`src/rtl/dma_chan_pkg.sv`:
```
package dma_chan_pkg;

    typedef enum logic [1:0] {
        MODE_M2M = 2'b00,
        MODE_P2M = 2'b01,
        MODE_M2P = 2'b10,
        MODE_RSV = 2'b11
    } xfer_mode_e;

    typedef enum logic [1:0] {
        DIR_INC  = 2'b00,
        DIR_RSV1 = 2'b01,
        DIR_FIX  = 2'b10,
        DIR_RSV3 = 2'b11
    } addr_dir_e;

    typedef enum logic [1:0] {
        WID_32  = 2'b00,
        WID_8   = 2'b01,
        WID_16  = 2'b10,
        WID_RSV = 2'b11
    } unit_width_e;

    typedef enum logic [2:0] {
        ST_IDLE,
        ST_WAIT,
        ST_READ,
        ST_WRITE,
        ST_HALT
    } eng_state_e;

    // Control word, MSB first: trig[10] width[9:8] dst[7:6] src[5:4] mode[3:2] srst[1] en[0]
    typedef struct packed {
        logic        trig;
        unit_width_e width;
        addr_dir_e   dst_dir;
        addr_dir_e   src_dir;
        xfer_mode_e  mode;
        logic        srst;
        logic        en;
    } ctrl_t;

    localparam int CTRL_W = $bits(ctrl_t);

    localparam logic [2:0] RA_CTRL = 3'd0;
    localparam logic [2:0] RA_SRC  = 3'd1;
    localparam logic [2:0] RA_DST  = 3'd2;
    localparam logic [2:0] RA_CNT  = 3'd3;
    localparam logic [2:0] RA_STAT = 3'd4;

    function automatic logic is_periph(input xfer_mode_e m);
        return (m == MODE_P2M) || (m == MODE_M2P);
    endfunction

    function automatic unit_width_e active_width(input ctrl_t c);
        if (!is_periph(c.mode) || c.width == WID_RSV) return WID_32;
        return c.width;
    endfunction

    function automatic logic [2:0] step_of(input unit_width_e w);
        case (w)
            WID_8:   return 3'd1;
            WID_16:  return 3'd2;
            default: return 3'd4;
        endcase
    endfunction

    function automatic logic [31:0] trim(input unit_width_e w, input logic [31:0] d);
        case (w)
            WID_8:   return {24'd0, d[7:0]};
            WID_16:  return {16'd0, d[15:0]};
            default: return d;
        endcase
    endfunction

endpackage

```
`src/rtl/dma_chan_regs.sv`:
```
module dma_chan_regs
    import dma_chan_pkg::*;
#(
    parameter int ADDR_W      = 32,
    parameter int CNT_W       = 16,
    parameter int SRST_CYCLES = 3
) (
    input  logic              clk,
    input  logic              rst,
    input  logic              reg_wr,
    input  logic [2:0]        reg_addr,
    input  logic [31:0]       reg_wdata,
    input  logic              done_evt,
    input  logic              err_evt,
    output ctrl_t             ctrl,
    output logic [ADDR_W-1:0] src_base,
    output logic [ADDR_W-1:0] dst_base,
    output logic [CNT_W-1:0]  cnt_base,
    output logic              srst_busy,
    output logic              done_flag,
    output logic              err_flag
);

    localparam int SC_W = $clog2(SRST_CYCLES + 1);
    localparam logic [SC_W-1:0] SC_LOAD = SC_W'(SRST_CYCLES);

    logic [SC_W-1:0] srst_cnt;
    logic            unused_hi;

    assign unused_hi = &{1'b0, reg_wdata};
    assign srst_busy = (srst_cnt != '0);

    always_ff @(posedge clk) begin
        if (rst) begin
            ctrl      <= '0;
            src_base  <= '0;
            dst_base  <= '0;
            cnt_base  <= '0;
            srst_cnt  <= '0;
            done_flag <= 1'b0;
            err_flag  <= 1'b0;
        end else begin
            if (srst_busy) srst_cnt <= srst_cnt - 1'b1;

            if (reg_wr && reg_addr == RA_CTRL && !srst_busy) begin
                if (reg_wdata[1]) begin
                    srst_cnt  <= SC_LOAD;
                    ctrl.en   <= 1'b0;
                    ctrl.trig <= 1'b0;
                end else begin
                    ctrl <= ctrl_t'(reg_wdata[CTRL_W-1:0]);
                end
            end
            if (reg_wr && reg_addr == RA_SRC) src_base <= reg_wdata[ADDR_W-1:0];
            if (reg_wr && reg_addr == RA_DST) dst_base <= reg_wdata[ADDR_W-1:0];
            if (reg_wr && reg_addr == RA_CNT) cnt_base <= reg_wdata[CNT_W-1:0];

            // hardware completion or abort wins over a software set
            if (done_evt || err_evt) ctrl.trig <= 1'b0;

            if (reg_wr && reg_addr == RA_STAT) begin
                if (reg_wdata[0]) done_flag <= 1'b0;
                if (reg_wdata[1]) err_flag  <= 1'b0;
            end
            if (done_evt) done_flag <= 1'b1;
            if (err_evt)  err_flag  <= 1'b1;
        end
    end

    AST_SRST_GATES_CTRL: assert property (@(posedge clk) disable iff (rst) srst_busy |-> (!ctrl.en && !ctrl.trig));
    AST_TRIG_SELF_CLEAR: assert property (@(posedge clk) disable iff (rst) done_evt |=> !ctrl.trig);
    AST_SET_BEATS_CLEAR: assert property (@(posedge clk) disable iff (rst) (done_evt || err_evt) |=> (done_flag || err_flag));

endmodule

```
`src/rtl/dma_chan_fsm.sv`:
```
module dma_chan_fsm
    import dma_chan_pkg::*;
#(
    parameter int ADDR_W = 32,
    parameter int CNT_W  = 16
) (
    input  logic              clk,
    input  logic              rst,
    input  ctrl_t             ctrl,
    input  logic [ADDR_W-1:0] src_base,
    input  logic [ADDR_W-1:0] dst_base,
    input  logic [CNT_W-1:0]  cnt_base,
    input  logic              srst_busy,
    input  logic              periph_req,
    output logic              m_req,
    output logic              m_we,
    output logic [ADDR_W-1:0] m_addr,
    output logic [31:0]       m_wdata,
    input  logic [31:0]       m_rdata,
    input  logic              m_ready,
    input  logic              m_err,
    output logic              done_evt,
    output logic              err_evt
);

    eng_state_e        st;
    logic [ADDR_W-1:0] cur_src, cur_dst, step_ext;
    logic [CNT_W-1:0]  cur_cnt;
    logic [31:0]       hold;
    unit_width_e       wid;
    logic              periph, start, beat_ok, unused_srst;

    assign unused_srst = ctrl.srst;
    assign wid      = active_width(ctrl);
    assign step_ext = {{(ADDR_W-3){1'b0}}, step_of(wid)};
    assign periph   = is_periph(ctrl.mode);

    assign m_req    = (st == ST_READ || st == ST_WRITE) && ctrl.en && !srst_busy;
    assign m_we     = (st == ST_WRITE);
    assign m_addr   = m_we ? cur_dst : cur_src;
    assign m_wdata  = hold;
    assign beat_ok  = m_req && m_ready && !m_err;
    assign err_evt  = m_req && m_ready && m_err;
    assign start    = (st == ST_IDLE) && ctrl.en && ctrl.trig && !srst_busy;
    assign done_evt = (start && cnt_base == '0) ||
                      (st == ST_WRITE && beat_ok && cur_cnt == CNT_W'(1));

    always_ff @(posedge clk) begin
        if (rst) begin
            st      <= ST_IDLE;
            cur_src <= '0;
            cur_dst <= '0;
            cur_cnt <= '0;
            hold    <= '0;
        end else if (srst_busy) begin
            st      <= ST_IDLE;
            cur_src <= src_base;
            cur_dst <= dst_base;
            cur_cnt <= cnt_base;
            hold    <= '0;
        end else if (!ctrl.en && st != ST_HALT) begin
            st <= ST_IDLE;
        end else begin
            case (st)
                ST_IDLE: if (start) begin
                    cur_src <= src_base;
                    cur_dst <= dst_base;
                    cur_cnt <= cnt_base;
                    if (cnt_base != '0) st <= periph ? ST_WAIT : ST_READ;
                end
                ST_WAIT: if (periph_req) st <= ST_READ;
                ST_READ: begin
                    if (err_evt) st <= ST_HALT;
                    else if (beat_ok) begin
                        hold <= trim(wid, m_rdata);
                        st   <= ST_WRITE;
                    end
                end
                ST_WRITE: begin
                    if (err_evt) st <= ST_HALT;
                    else if (beat_ok) begin
                        if (!ctrl.src_dir[1]) cur_src <= cur_src + step_ext;
                        if (!ctrl.dst_dir[1]) cur_dst <= cur_dst + step_ext;
                        cur_cnt <= cur_cnt - 1'b1;
                        if (cur_cnt == CNT_W'(1)) st <= ST_IDLE;
                        else st <= periph ? ST_WAIT : ST_READ;
                    end
                end
                default: st <= ST_HALT;
            endcase
        end
    end

    AST_READ_THEN_WRITE: assert property (@(posedge clk) disable iff (rst) (beat_ok && !m_we) |=> (st == ST_WRITE));
    AST_FIXED_SRC_HOLDS: assert property (@(posedge clk) disable iff (rst) (beat_ok && m_we && ctrl.src_dir == DIR_FIX) |=> (cur_src == $past(cur_src)));
    AST_WAIT_FOR_PERIPH: assert property (@(posedge clk) disable iff (rst) (st == ST_WAIT && !periph_req && ctrl.en && !srst_busy) |=> (st == ST_WAIT));
    AST_HALT_ON_ERROR: assert property (@(posedge clk) disable iff (rst) err_evt |=> !m_req);
    AST_HALT_STICKY: assert property (@(posedge clk) disable iff (rst) (st == ST_HALT && !srst_busy) |=> (st == ST_HALT));

endmodule

```
`src/rtl/dma_chan_engine.sv`:
```
module dma_chan_engine
    import dma_chan_pkg::*;
#(
    parameter int ADDR_W      = 32,
    parameter int CNT_W       = 16,
    parameter int SRST_CYCLES = 3
) (
    input  logic              clk,
    input  logic              rst,
    input  logic              reg_wr,
    input  logic [2:0]        reg_addr,
    input  logic [31:0]       reg_wdata,
    input  logic              periph_req,
    output logic              m_req,
    output logic              m_we,
    output logic [ADDR_W-1:0] m_addr,
    output logic [31:0]       m_wdata,
    input  logic [31:0]       m_rdata,
    input  logic              m_ready,
    input  logic              m_err,
    output logic [10:0]       ctrl_o,
    output logic              done_o,
    output logic              err_o,
    output logic              irq
);

    ctrl_t             ctrl;
    logic [ADDR_W-1:0] src_base, dst_base;
    logic [CNT_W-1:0]  cnt_base;
    logic              srst_busy, done_evt, err_evt;

    dma_chan_regs #(.ADDR_W(ADDR_W), .CNT_W(CNT_W), .SRST_CYCLES(SRST_CYCLES)) u_regs (
        .clk(clk), .rst(rst), .reg_wr(reg_wr), .reg_addr(reg_addr), .reg_wdata(reg_wdata),
        .done_evt(done_evt), .err_evt(err_evt), .ctrl(ctrl), .src_base(src_base),
        .dst_base(dst_base), .cnt_base(cnt_base), .srst_busy(srst_busy),
        .done_flag(done_o), .err_flag(err_o)
    );

    dma_chan_fsm #(.ADDR_W(ADDR_W), .CNT_W(CNT_W)) u_fsm (
        .clk(clk), .rst(rst), .ctrl(ctrl), .src_base(src_base), .dst_base(dst_base),
        .cnt_base(cnt_base), .srst_busy(srst_busy), .periph_req(periph_req),
        .m_req(m_req), .m_we(m_we), .m_addr(m_addr), .m_wdata(m_wdata), .m_rdata(m_rdata),
        .m_ready(m_ready), .m_err(m_err), .done_evt(done_evt), .err_evt(err_evt)
    );

    assign ctrl_o = {ctrl[CTRL_W-1:2], srst_busy, ctrl.en};
    assign irq    = done_o || err_o;

    AST_NO_REQ_WHEN_OFF: assert property (@(posedge clk) disable iff (rst) !ctrl_o[0] |-> !m_req);
    AST_IRQ_FOLLOWS_FLAGS: assert property (@(posedge clk) disable iff (rst) (done_o || err_o) |-> irq);

endmodule

```
`config.mk`:
```
export PLATFORM = sky130hd
export DESIGN_NAME = dma_chan_engine
export DESIGN_NICKNAME = d
export VERILOG_FILES = /design/src/rtl/dma_chan_pkg.sv /design/src/rtl/dma_chan_regs.sv /design/src/rtl/dma_chan_fsm.sv /design/src/rtl/dma_chan_engine.sv
export SDC_FILE = /design/constraint.sdc
export NUM_CORES = 1
export LEC_CHECK = 0
export ABC_AREA = 1
export BUFFER_PORTS_ARGS = -buffer_cell sky130_fd_sc_hd__buf_4
export CAP_MARGIN = 20
export CORE_AREA = 5 5 200 202
export DETAILED_ROUTE_END_ITERATION = 10
export DIE_AREA = 0 0 205 207
export GPL_TIMING_DRIVEN = 0
export PLACE_DENSITY_LB_ADDON = 0.15
export SYNTH_ARGS = -nofsm -noshare
export SYNTH_HDL_FRONTEND = slang
export SYNTH_SLANG_ARGS = --single-unit
```
`constraint.sdc`:
```
create_clock -name clk -period 2.4 [get_ports clk]
set_clock_uncertainty 0.05 [all_clocks]
set_input_delay 0.24 -clock clk [delete_from_list [all_inputs] [get_ports clk]]
set_output_delay 0.24 -clock clk [all_outputs]
set_load 0.05 [all_outputs]
```
==> results of run 1 <==
power by group:
part | internal (mW) | leakage [nW] | switching [mW]
Combinational | 0.317 | 3.80 | 0.458
Sequential | 3.54 | 1.69 | 0.0659
Clock | 2.76 | 0.470 | 1.61
Total | 6.62 | 5.97 | 2.14
logic make-up after synthesis:
logic type,after synthesis,synth area share (%)
compound gates,376,17.0
buf+inv,255,9.32
fa+ha+maj,11,1.23
xor+xnor,13,1.02
simple gates,904,34.1
flops,209,37.4
flip-flops by register name, summed over array words and instances (netlist names):
name              count
u_regs.srst_cnt       2
u_fsm.m_wdata        32
u_fsm.st              3
u_regs.err_flag       1
u_regs.ctrl          10
u_regs.src_base      32
u_regs.done_flag      1
u_regs.cnt_base      16
u_fsm.cur_src        32
u_regs.dst_base      32
u_fsm.cur_cnt        16
u_fsm.cur_dst        32
timing repair:
| action | 4_1_cts | 5_1_grt |
|---|---|---|
| setup buffers | 29 | 9 |
| endpoints found under the hold margin | 102 | 0 |
| gates resized for setup | 99 | 68 |
| setup endpoints to repair | 89 | 90 |
| hold buffers | 62 | 0 |
| cloned | 1 | 0 |
| pin swaps | 37 | 53 |
final timing paths:
check | cells after the start | start | slack (ns) | endpoint
worst max-delay path | 16 | u_regs.ctrl[3] | -0.20 | u_fsm.cur_src[24]
worst min register to register | 2 | u_regs.src_base[9] | 0.41 | u_regs.src_base[9]
worst min-delay path | 3 | reg_wdata[7] | 0.03 | u_regs.ctrl[7]
worst max register to register | 16 | u_regs.ctrl[3] | -0.20 | u_fsm.cur_src[24]
metal layers:
| metal | vias to the layer above | wire length [um] | GRT usage (%) |
|---|---|---|---|
| met3 | 84 | 4050 | 4.83 |
| met2 | 469 | 23600 | 38.3 |
| met4 | 0 | 1720 | 6.88 |
| met5 | - | 0 | 0 |
| met1 | 6088 | 21400 | 29.9 |
| li1 | 6324 | - | - |
worst max-delay path, stage by stage, from the launching register on:
cell,delay (ns)
dfxtp_4,0.34
or2_4,0.25
nand2_4,0.11
inv_4,0.04
nand3_4,0.06
inv_4,0.05
ha_4,0.26
ha_4,0.30
buf_12,0.11
nand3_4,0.09
buf_4,0.16
a21oi_2,0.27
nand2_1,0.09
nand2_1,0.06
nand3_1,0.06
nand3_1,0.08
a21oi_1,0.06
cell type report:
type,count,share of cell area [%]
inverters,165,4.16
multi-input cells,1304,41.8
plain buffers,90,2.97
flip-flops and latches,209,27.1
clock inverters,11,1.18
well taps,518,4.19
repair buffers,252,13.6
clock buffers,36,4.97
cell usage in the layout, fill, tap and decap left out, types with 6 or more instances in the layout:
| master | n |
|---|---|
| a21oi_1 | 156 |
| inv_1 | 143 |
| nand2_2 | 11 |
| buf_4 | 186 |
| xor2_1 | 7 |
| buf_2 | 28 |
| clkbuf_8 | 6 |
| nor3_1 | 26 |
| nand3_2 | 15 |
| nand3_1 | 97 |
| nand2_1 | 378 |
| buf_6 | 11 |
| inv_4 | 6 |
| dlygate4sd3_1 | 62 |
| nand4_1 | 50 |
| nor2_1 | 282 |
| nor2_4 | 9 |
| o21ai_2 | 8 |
| dfxtp_1 | 205 |
| clkbuf_16 | 27 |
| nand3_4 | 8 |
| clkbuf_1 | 47 |
| o21ai_1 | 40 |
| nand2_4 | 14 |
| a21oi_2 | 9 |
| o21ai_0 | 152 |
| inv_2 | 14 |
metrics by stage:
step | hold WS [ns] | utilization [%] | TNS [ns] | cells
4_1_cts | 0.00358 | 39.9 | -3.32 | 2577
5_1_grt | 0.0327 | 40.6 | -14.05 | 2585
3_3_place_gp | 0.391 | 34.4 | -23.18 | 2437
2_1_floorplan | 0.325 | - | 0 | 1768
3_5_place_dp | 0.394 | 34.4 | -12.53 | 2438
6_report | 0.0276 | 40.6 | -5.25 | 2585
==> reports/qor.yml, run 1 <==
hpwl_um: 38800
start_util_pct: 29.4
cp_max_fo: 3
p_leak_nw: 5.97
rsz0062_at_grt: "true"
slew_headroom_pct: 45.0
fin_ws_ns: -0.198
syn-num-nets: 1852
gp_congestion: 0.958
register_area_um2: 4190
synth_cells: 1768
synthTopCellsByArea: "dfxtp_1, nand2_1, nor2_1"
clock-sinks: 209
routedWlPerCell_um: 19.6
slew_violations: 0
async_flop_share_pct: 0
grt_pass1_wl_um: 75700
root_buffer: "clkbuf_16"
cts_tree: "built"
final_cell_area_um2: 15500
multiInputGateArea_um2: 6470
worstMarginPinSlew_ns: 0.825
cts_max_level: 1
core_area_um2: 38100
wl_um: 50700
synth.distinct_cells: 32
vdd_drop_max_mv: 0.601
clock_latency_ns: 0.54
rows: 72
status: "complete, but fails checks"
violations: "setup timing"
vias_per_cell: 5.02
synth-edff-count: 0
nNetsFinal: 2132
ys.flop_type: "dfxtp_1"
dpl_worst_slack_ns: -0.427
fin_crit_ns: 2.60
cp_data_required_time_ns: 2.74
hold_class: "in2reg"
first_iter_violations: 952
grt.overflow.total: 0
cts.clk_slew.worst_paths_ns: 0.06
cp-start-kind: "flip-flop"
gr-usage-all-layers_pct: 23.0
worstSetupPathType: "reg2reg"
grt_max_degree: 13
grt_pass1_vias: 12494
syn2layout_area_growth_pct: 38.3
syn_avg_cell_area_um2: 6.33
finalSetupViolations: 56
hold_violations: 0
ant_nets: 0
yosysWarnings: 0
drive_gt1_share_pct: 19.4
dieWidth_um: 205
fmax_ghz: 0.385
ios: 153
vias: 12965
yosysTopAreaCell: "dfxtp_1"
cp.arrival_ns: 2.93
drv_cap: 0
antenna_found_initial: 0
n_antenna_cell: 0
synth_common_cells: "nand2_1, nor2_1, dfxtp_1"
port_buffers: 151
die_h_um: 207
pwr_density_cell_nw_per_um2: 566
synth_area_um2: 11200
synth-seq-cells: 209
fin_crit_sh_pct: 108
endpoint_kind: "flip-flop"
dpl_cell_area_um2: 13100
ys_seq_area_share_pct: 37.4
yosysMostFrequentCell: "nand2_1"
cts_buffer_depth: 3
totalPowerFinal_mw: 8.75
synth_top_area_share_pct: 37.4
drc: 0
fill_cells: 4148
cts_buffers: 26
first_pass_iters: 6
die-area_um2: 42400
(Power assumes the default switching activity.)
==> run 2, diff against run 1 <==
--- a/config.mk
+++ b/config.mk
@@ -11,7 +11,6 @@
 export CORE_AREA = 5 5 200 202
 export DETAILED_ROUTE_END_ITERATION = 10
 export DIE_AREA = 0 0 205 207
-export GPL_TIMING_DRIVEN = 0
 export PLACE_DENSITY_LB_ADDON = 0.15
 export SYNTH_ARGS = -nofsm -noshare
 export SYNTH_HDL_FRONTEND = slang
==> run 2 against run 1 <==
The flow still finishes with violations (setup timing). Clock power down 3%. Core utilization down 0.23 points. Die area did not move. Total power down 1.9%. Global-route usage shrank 3.4 points. Non-clock buffer count is 52 lower. Cell count shrank 2.0%.
==> reports/qor.yml, run 2 (synthesized netlist as in run 1, its figures left out) <==
status: "complete, but fails checks"
violations: "setup timing"
slowest_delay_ns: 0.34
port_buffers: 152
dpl_cell_area_um2: 13300
clock-sinks: 209
vias_per_cell: 4.91
final_cell_area_um2: 15400
fill_cells: 4053
utilization_pct: 40.4
ff2ff_setup_slack_ns: -0.07
fmax_ghz: 0.405
gr-usage-all-layers_pct: 19.6
grt.overflow.total: 0
cts_buffer_depth: 3
dp_cells: 2414
endpoint_kind: "flip-flop"
final_cell_mix: "nand2_1, nor2_1, buf_4"
cts_buffers: 26
hold_class: "in2reg"
cp.arrival_ns: 2.82
ios: 153
cts.clk_slew.worst_paths_ns: 0.06
hold_slack_ns: 0.0321
syn2layout_area_growth_pct: 37.5
crit_chain: "or2_4 -> nand2_4 -> inv_2 -> nand3_2 -> inv_2 -> ha_4 -> ha_4 -> nand3_2 -> nand2_2 -> buf_4 -> buf_6 -> buf_4 -> nand4_1 -> nand2_1 -> nand2_1 -> nand3_1 -> nand2_1 -> a21oi_1"
hold_depth: 4
rsz0062_at_grt: "true"
register_area_um2: 4200
fin_ws_ns: -0.0689
fin_crit_ns: 2.47
dieWidth_um: 205
cp_max_fo: 5
r2r-end: "u_fsm.cur_dst[17]"
hold_end: "u_regs.srst_cnt[0]"
wl_um: 44100
p_leak_nw: 5.88
drc: 0
pwr_density_cell_nw_per_um2: 558
die_h_um: 207
grt_pass1_vias: 11912
reg2regPathDepth: 18
critPathBufInv: 5
vdd_drop_max_mv: 0.441
root_buffer: "clkbuf_16"
hold_violations: 0
first_iter_violations: 821
cts_tree: "built"
ant_nets: 0
clkPwrFrac_pct: 49.6
vias: 12430
n_antenna_cell: 0
antenna_found_initial: 0
fin_cells: 2534
slew_headroom_pct: 56.5
clock_latency_ns: 0.54
seq_power_share_pct: 41.9
grt_pass1_wl_um: 67600
cp-start-kind: "flip-flop"
die-area_um2: 42400
routedWlPerCell_um: 17.4
min_from: "reg_addr[2]"
first_pass_iters: 7
nNetsFinal: 2080
worstSetupPathType: "reg2reg"
final_common_cell: "nand2_1"
grt_max_degree: 126
p_sw_mw: 2.09
slew_violations: 0
r2r-start: "u_regs.ctrl[3]"
drv_cap: 0
fin_crit_sh_pct: 103
gp_congestion: 0.935
core_area_um2: 38100
crit_top_cell: "nand2_1"
cp_data_required_time_ns: 2.76
start_util_pct: 29.4
worstMarginPinSlew_ns: 0.652
critical-path-top-delay-family: "simple AND/OR/NAND/NOR gates"
cts_max_level: 1
slowest_stage: "dfxtp_4"
multiInputGateArea_um2: 6520
power_frac_comb_pct: 8.5
intPower_mw: 6.50
drive_gt1_share_pct: 19.9
rows: 72
hpwl_um: 31500
critical_path_depth: 18
sw_frac_of_total_pct: 24.4
finalSetupViolations: 23
run 2: cell types whose count changed in the layout (fill, tap and decap cells not counted), moves of 5 or more:
cell      change
buf_2        -28
nand2_2       +8
buf_4        +24
buf_12        +5
clkbuf_1     -41
nand2_4       -6
run 2: metal layers:
| layer | track usage [%] | wire length, um | vias to the layer above |
|---|---|---|---|
| met4 | 5.64 | 1220 | 0 |
| met3 | 2.91 | 2440 | 64 |
| met2 | 32.0 | 20400 | 317 |
| li1 | - | - | 6241 |
| met1 | 27.0 | 20100 | 5808 |
| met5 | 0 | 0 | - |
run 2: power groups by stage:
stage          sequential (mW)  combinational [mW]  clock [mW]
2_1_floorplan             3.66               0.348           0
3_3_place_gp              3.67               0.631           0
3_5_place_dp              3.67               0.631           0
4_1_cts                   3.59               0.726        4.35
5_1_grt                   3.60               0.801        4.45
6_report                  3.60               0.729        4.26
run 2: how the worst max path moves through the flow:
stage                         from                end  slack, ns
floorplan           u_regs.ctrl[2]   u_fsm.cur_dst[9]     0.0004
global placement    u_regs.ctrl[2]  u_fsm.cur_dst[16]      -0.18
detailed placement  u_regs.ctrl[2]  u_fsm.cur_dst[16]      -0.20
CTS                 u_regs.ctrl[3]  u_fsm.cur_dst[23]      -0.06
global route        u_regs.ctrl[3]  u_fsm.cur_src[16]      -0.20
finish              u_regs.ctrl[3]  u_fsm.cur_dst[17]      -0.07
run 2: stage by stage:
step | worst slack (ns) | setup TNS (ns) | total power, mW
floorplan | 0.000443 | 0 | 4.01
global placement | -0.183 | -2.70 | 4.30
detailed placement | -0.202 | -4.55 | 4.30
CTS | -0.0626 | -0.614 | 8.68
global route | -0.204 | -7.38 | 8.85
finish | -0.0689 | -0.626 | 8.59
run 2: layout make-up:
| cell class | instances | share of cell area [%] |
|---|---|---|
| Clock inverter | 10 | 1.02 |
| Tap cell | 518 | 4.21 |
| Clock buffer | 38 | 4.98 |
| Inverter | 165 | 4.09 |
| Multi-Input combinational cell | 1304 | 42.3 |
| Sequential cell | 209 | 27.3 |
| Timing Repair Buffer | 290 | 16.1 |
run 2: what timing repair did:
item	4_1_cts	5_1_grt
gates cloned	0	1
endpoints found under the hold margin	105	0
pin swaps	39	35
endpoints found under the setup margin	68	71
gates resized for setup	89	64
hold buffers	63	0
buffers inserted	4	5
run 2: worst reg2reg max path, delay by kind of cell, from the launching register on:
| kind | cells | cell delay [ns] |
|---|---|---|
| buf+inv | 5 | 0.46 |
| flops | 1 | 0.34 |
| simple gates | 10 | 0.92 |
| fa+ha+maj | 2 | 0.52 |
| compound gates | 1 | 0.06 |
==> run 3, diff against run 2 <==
==> constraint.sdc (replaced) <==
create_clock -name clk -period 2.44 [get_ports clk]
set_clock_uncertainty 0.05 [all_clocks]
set_input_delay 0.244 -clock clk [delete_from_list [all_inputs] [get_ports clk]]
set_output_delay 0.244 -clock clk [all_outputs]
set_load 0.05 [all_outputs]
==> run 3 against run 2 <==
The run still ends with setup timing left. Sequential cell count unchanged. Critical path type unchanged. Register-to-register slack got worse by 0.04 ns. Largest cell class unchanged. Design area decreased by 0.96%. Global-route usage increased by 0.17 points.
==> reports/qor.yml, run 3 (synthesized netlist as in run 1, its figures left out) <==
status: "complete, but fails checks"
violations: "setup timing"
utilization_pct: 40.0
rsz0062_at_grt: "true"
cp_data_required_time_ns: 2.78
cts_buffers: 26
ios: 153
slew_violations: 0
pwr_density_cell_nw_per_um2: 523
cts.clk_slew.worst_paths_ns: 0.06
startpoint: "u_regs.ctrl[3]"
hold_class: "in2reg"
clkPwrFrac_pct: 46.6
worstSetupPathType: "reg2reg"
dp_cells: 2408
cts_buffer_depth: 3
seq_power_share_pct: 44.4
die_h_um: 207
sw_frac_of_total_pct: 25.1
drv_cap: 0
routedWlPerCell_um: 17.3
fin_crit_ns: 2.55
core_area_um2: 38100
port_buffers: 152
finalSetupViolations: 35
wl_um: 43800
fin_ws_ns: -0.113
grt_max_degree: 112
n_antenna_cell: 0
first_iter_violations: 865
clock_latency_ns: 0.55
fmax_ghz: 0.392
slew_headroom_pct: 52.3
grt.overflow.total: 0
gp_congestion: 0.905
cp.arrival_ns: 2.89
final_common_cell: "nand2_1"
ant_nets: 0
syn2layout_area_growth_pct: 36.2
fin_cells: 2529
hpwl_um: 31500
cts_tree: "built"
endpoint_kind: "flip-flop"
min_from: "m_ready"
die-area_um2: 42400
vdd_drop_max_mv: 0.389
grt_pass1_vias: 11804
gr-usage-all-layers_pct: 19.8
rows: 72
slowest_delay_ns: 0.34
crit_chain: "or2_4 -> nand2_4 -> inv_4 -> nand3_4 -> inv_4 -> ha_4 -> ha_4 -> buf_4 -> nand3_4 -> nand2_8 -> nand2_4 -> nor2_4 -> nand2_1 -> nand2_1 -> nand3_1 -> nand2_1 -> a21oi_1"
power_frac_comb_pct: 9.0
hold_slack_ns: 0.0281
p_sw_mw: 2.00
first_pass_iters: 5
p_leak_nw: 5.87
fin_crit_sh_pct: 105
crit_top_cell: "nand2_1"
hold_violations: 0
dieWidth_um: 205
slowest_stage: "dfxtp_4"
cp_max_fo: 5
intPower_mw: 5.97
drc: 0
r2r-start: "u_regs.ctrl[3]"
cp-start-kind: "flip-flop"
antenna_found_initial: 0
cts_max_level: 1
drive_gt1_share_pct: 19.0
vias_per_cell: 4.87
dpl_worst_slack_ns: -0.232
worstMarginPinSlew_ns: 0.715
final_cell_mix: "nand2_1, nor2_1, buf_4"
grt_pass1_wl_um: 68000
clock-sinks: 209
nNetsFinal: 2080
vias: 12312
start_util_pct: 29.4
ff2ff_setup_slack_ns: -0.11
root_buffer: "clkbuf_16"
-- run 3: cell count changes in the layout (fill, tap and decap cells not counted), sizes merged --
cell / previous run / this run
buf: 226 / 223
clkinv: 5 / 4
dlygate4sd3: 63 / 67
inv: 166 / 165
bufinv: 4 / 0
-- run 3: final timing paths --
path                                       endpoint  depth (start not counted)
worst min-delay path                    u_fsm.st[1]                          4
worst min register to register  u_regs.src_base[27]                          2
worst max-delay path              u_fsm.cur_src[28]                         17
worst max register to register    u_fsm.cur_src[28]                         17
-- run 3: through the flow --
step	setup TNS (ns)	power [mW]	area [um^2]
global placement	-4.10	4.22	13200
floorplan	-0.00875	3.94	11300
global route	-9.61	8.28	15200
CTS	-2.24	8.07	14900
detailed placement	-5.81	4.22	13200
finish	-1.60	7.97	15200
-- run 3: area by class of cell --
type                            count  area [um^2]
Fill cell                        4131        22900
Multi-Input combinational cell   1304         6500
Sequential cell                   209         4190
Timing Repair Buffer              290         2460
Clock buffer                       39          781
Tap cell                          518          648
Inverter                          165          632
Clock inverter                      4         23.8
-- run 3: worst max-delay path: cells and delay by family (launching register included) --
family                     cells  cell delay, ns
DFF                            1            0.34
buffers and inverters          3            0.21
and+or+nand+nor               11            1.18
AOI/OAI and AO/OA              1            0.05
adders and majority gates      2            0.54
-- run 3: power groups by stage --
stage / Combinational, mW / Sequential (mW) / Clock (mW)
floorplan: 0.341 / 3.60 / 0
global placement: 0.608 / 3.61 / 0
detailed placement: 0.611 / 3.61 / 0
CTS: 0.708 / 3.54 / 3.82
global route: 0.784 / 3.55 / 3.95
finish: 0.716 / 3.54 / 3.71
-- run 3: what timing repair did --
action / in CTS / in global routing
resized for setup: 55 / 87
hold buffers: 67 / 0
buffers inserted: 8 / 4
endpoints found under the hold margin: 110 / 0
setup endpoints to repair: 74 / 82
pin swaps: 23 / 46
-- run 3: per-layer routing --
metal / routed length (um) / vias up / global-route usage [%]
li1: - / 6216 / -
met1: 20600 / 5752 / 28.0
met2: 20000 / 286 / 32.0
met3: 2120 / 58 / 2.60
met4: 1080 / 0 / 4.83
met5: 0 / - / 0
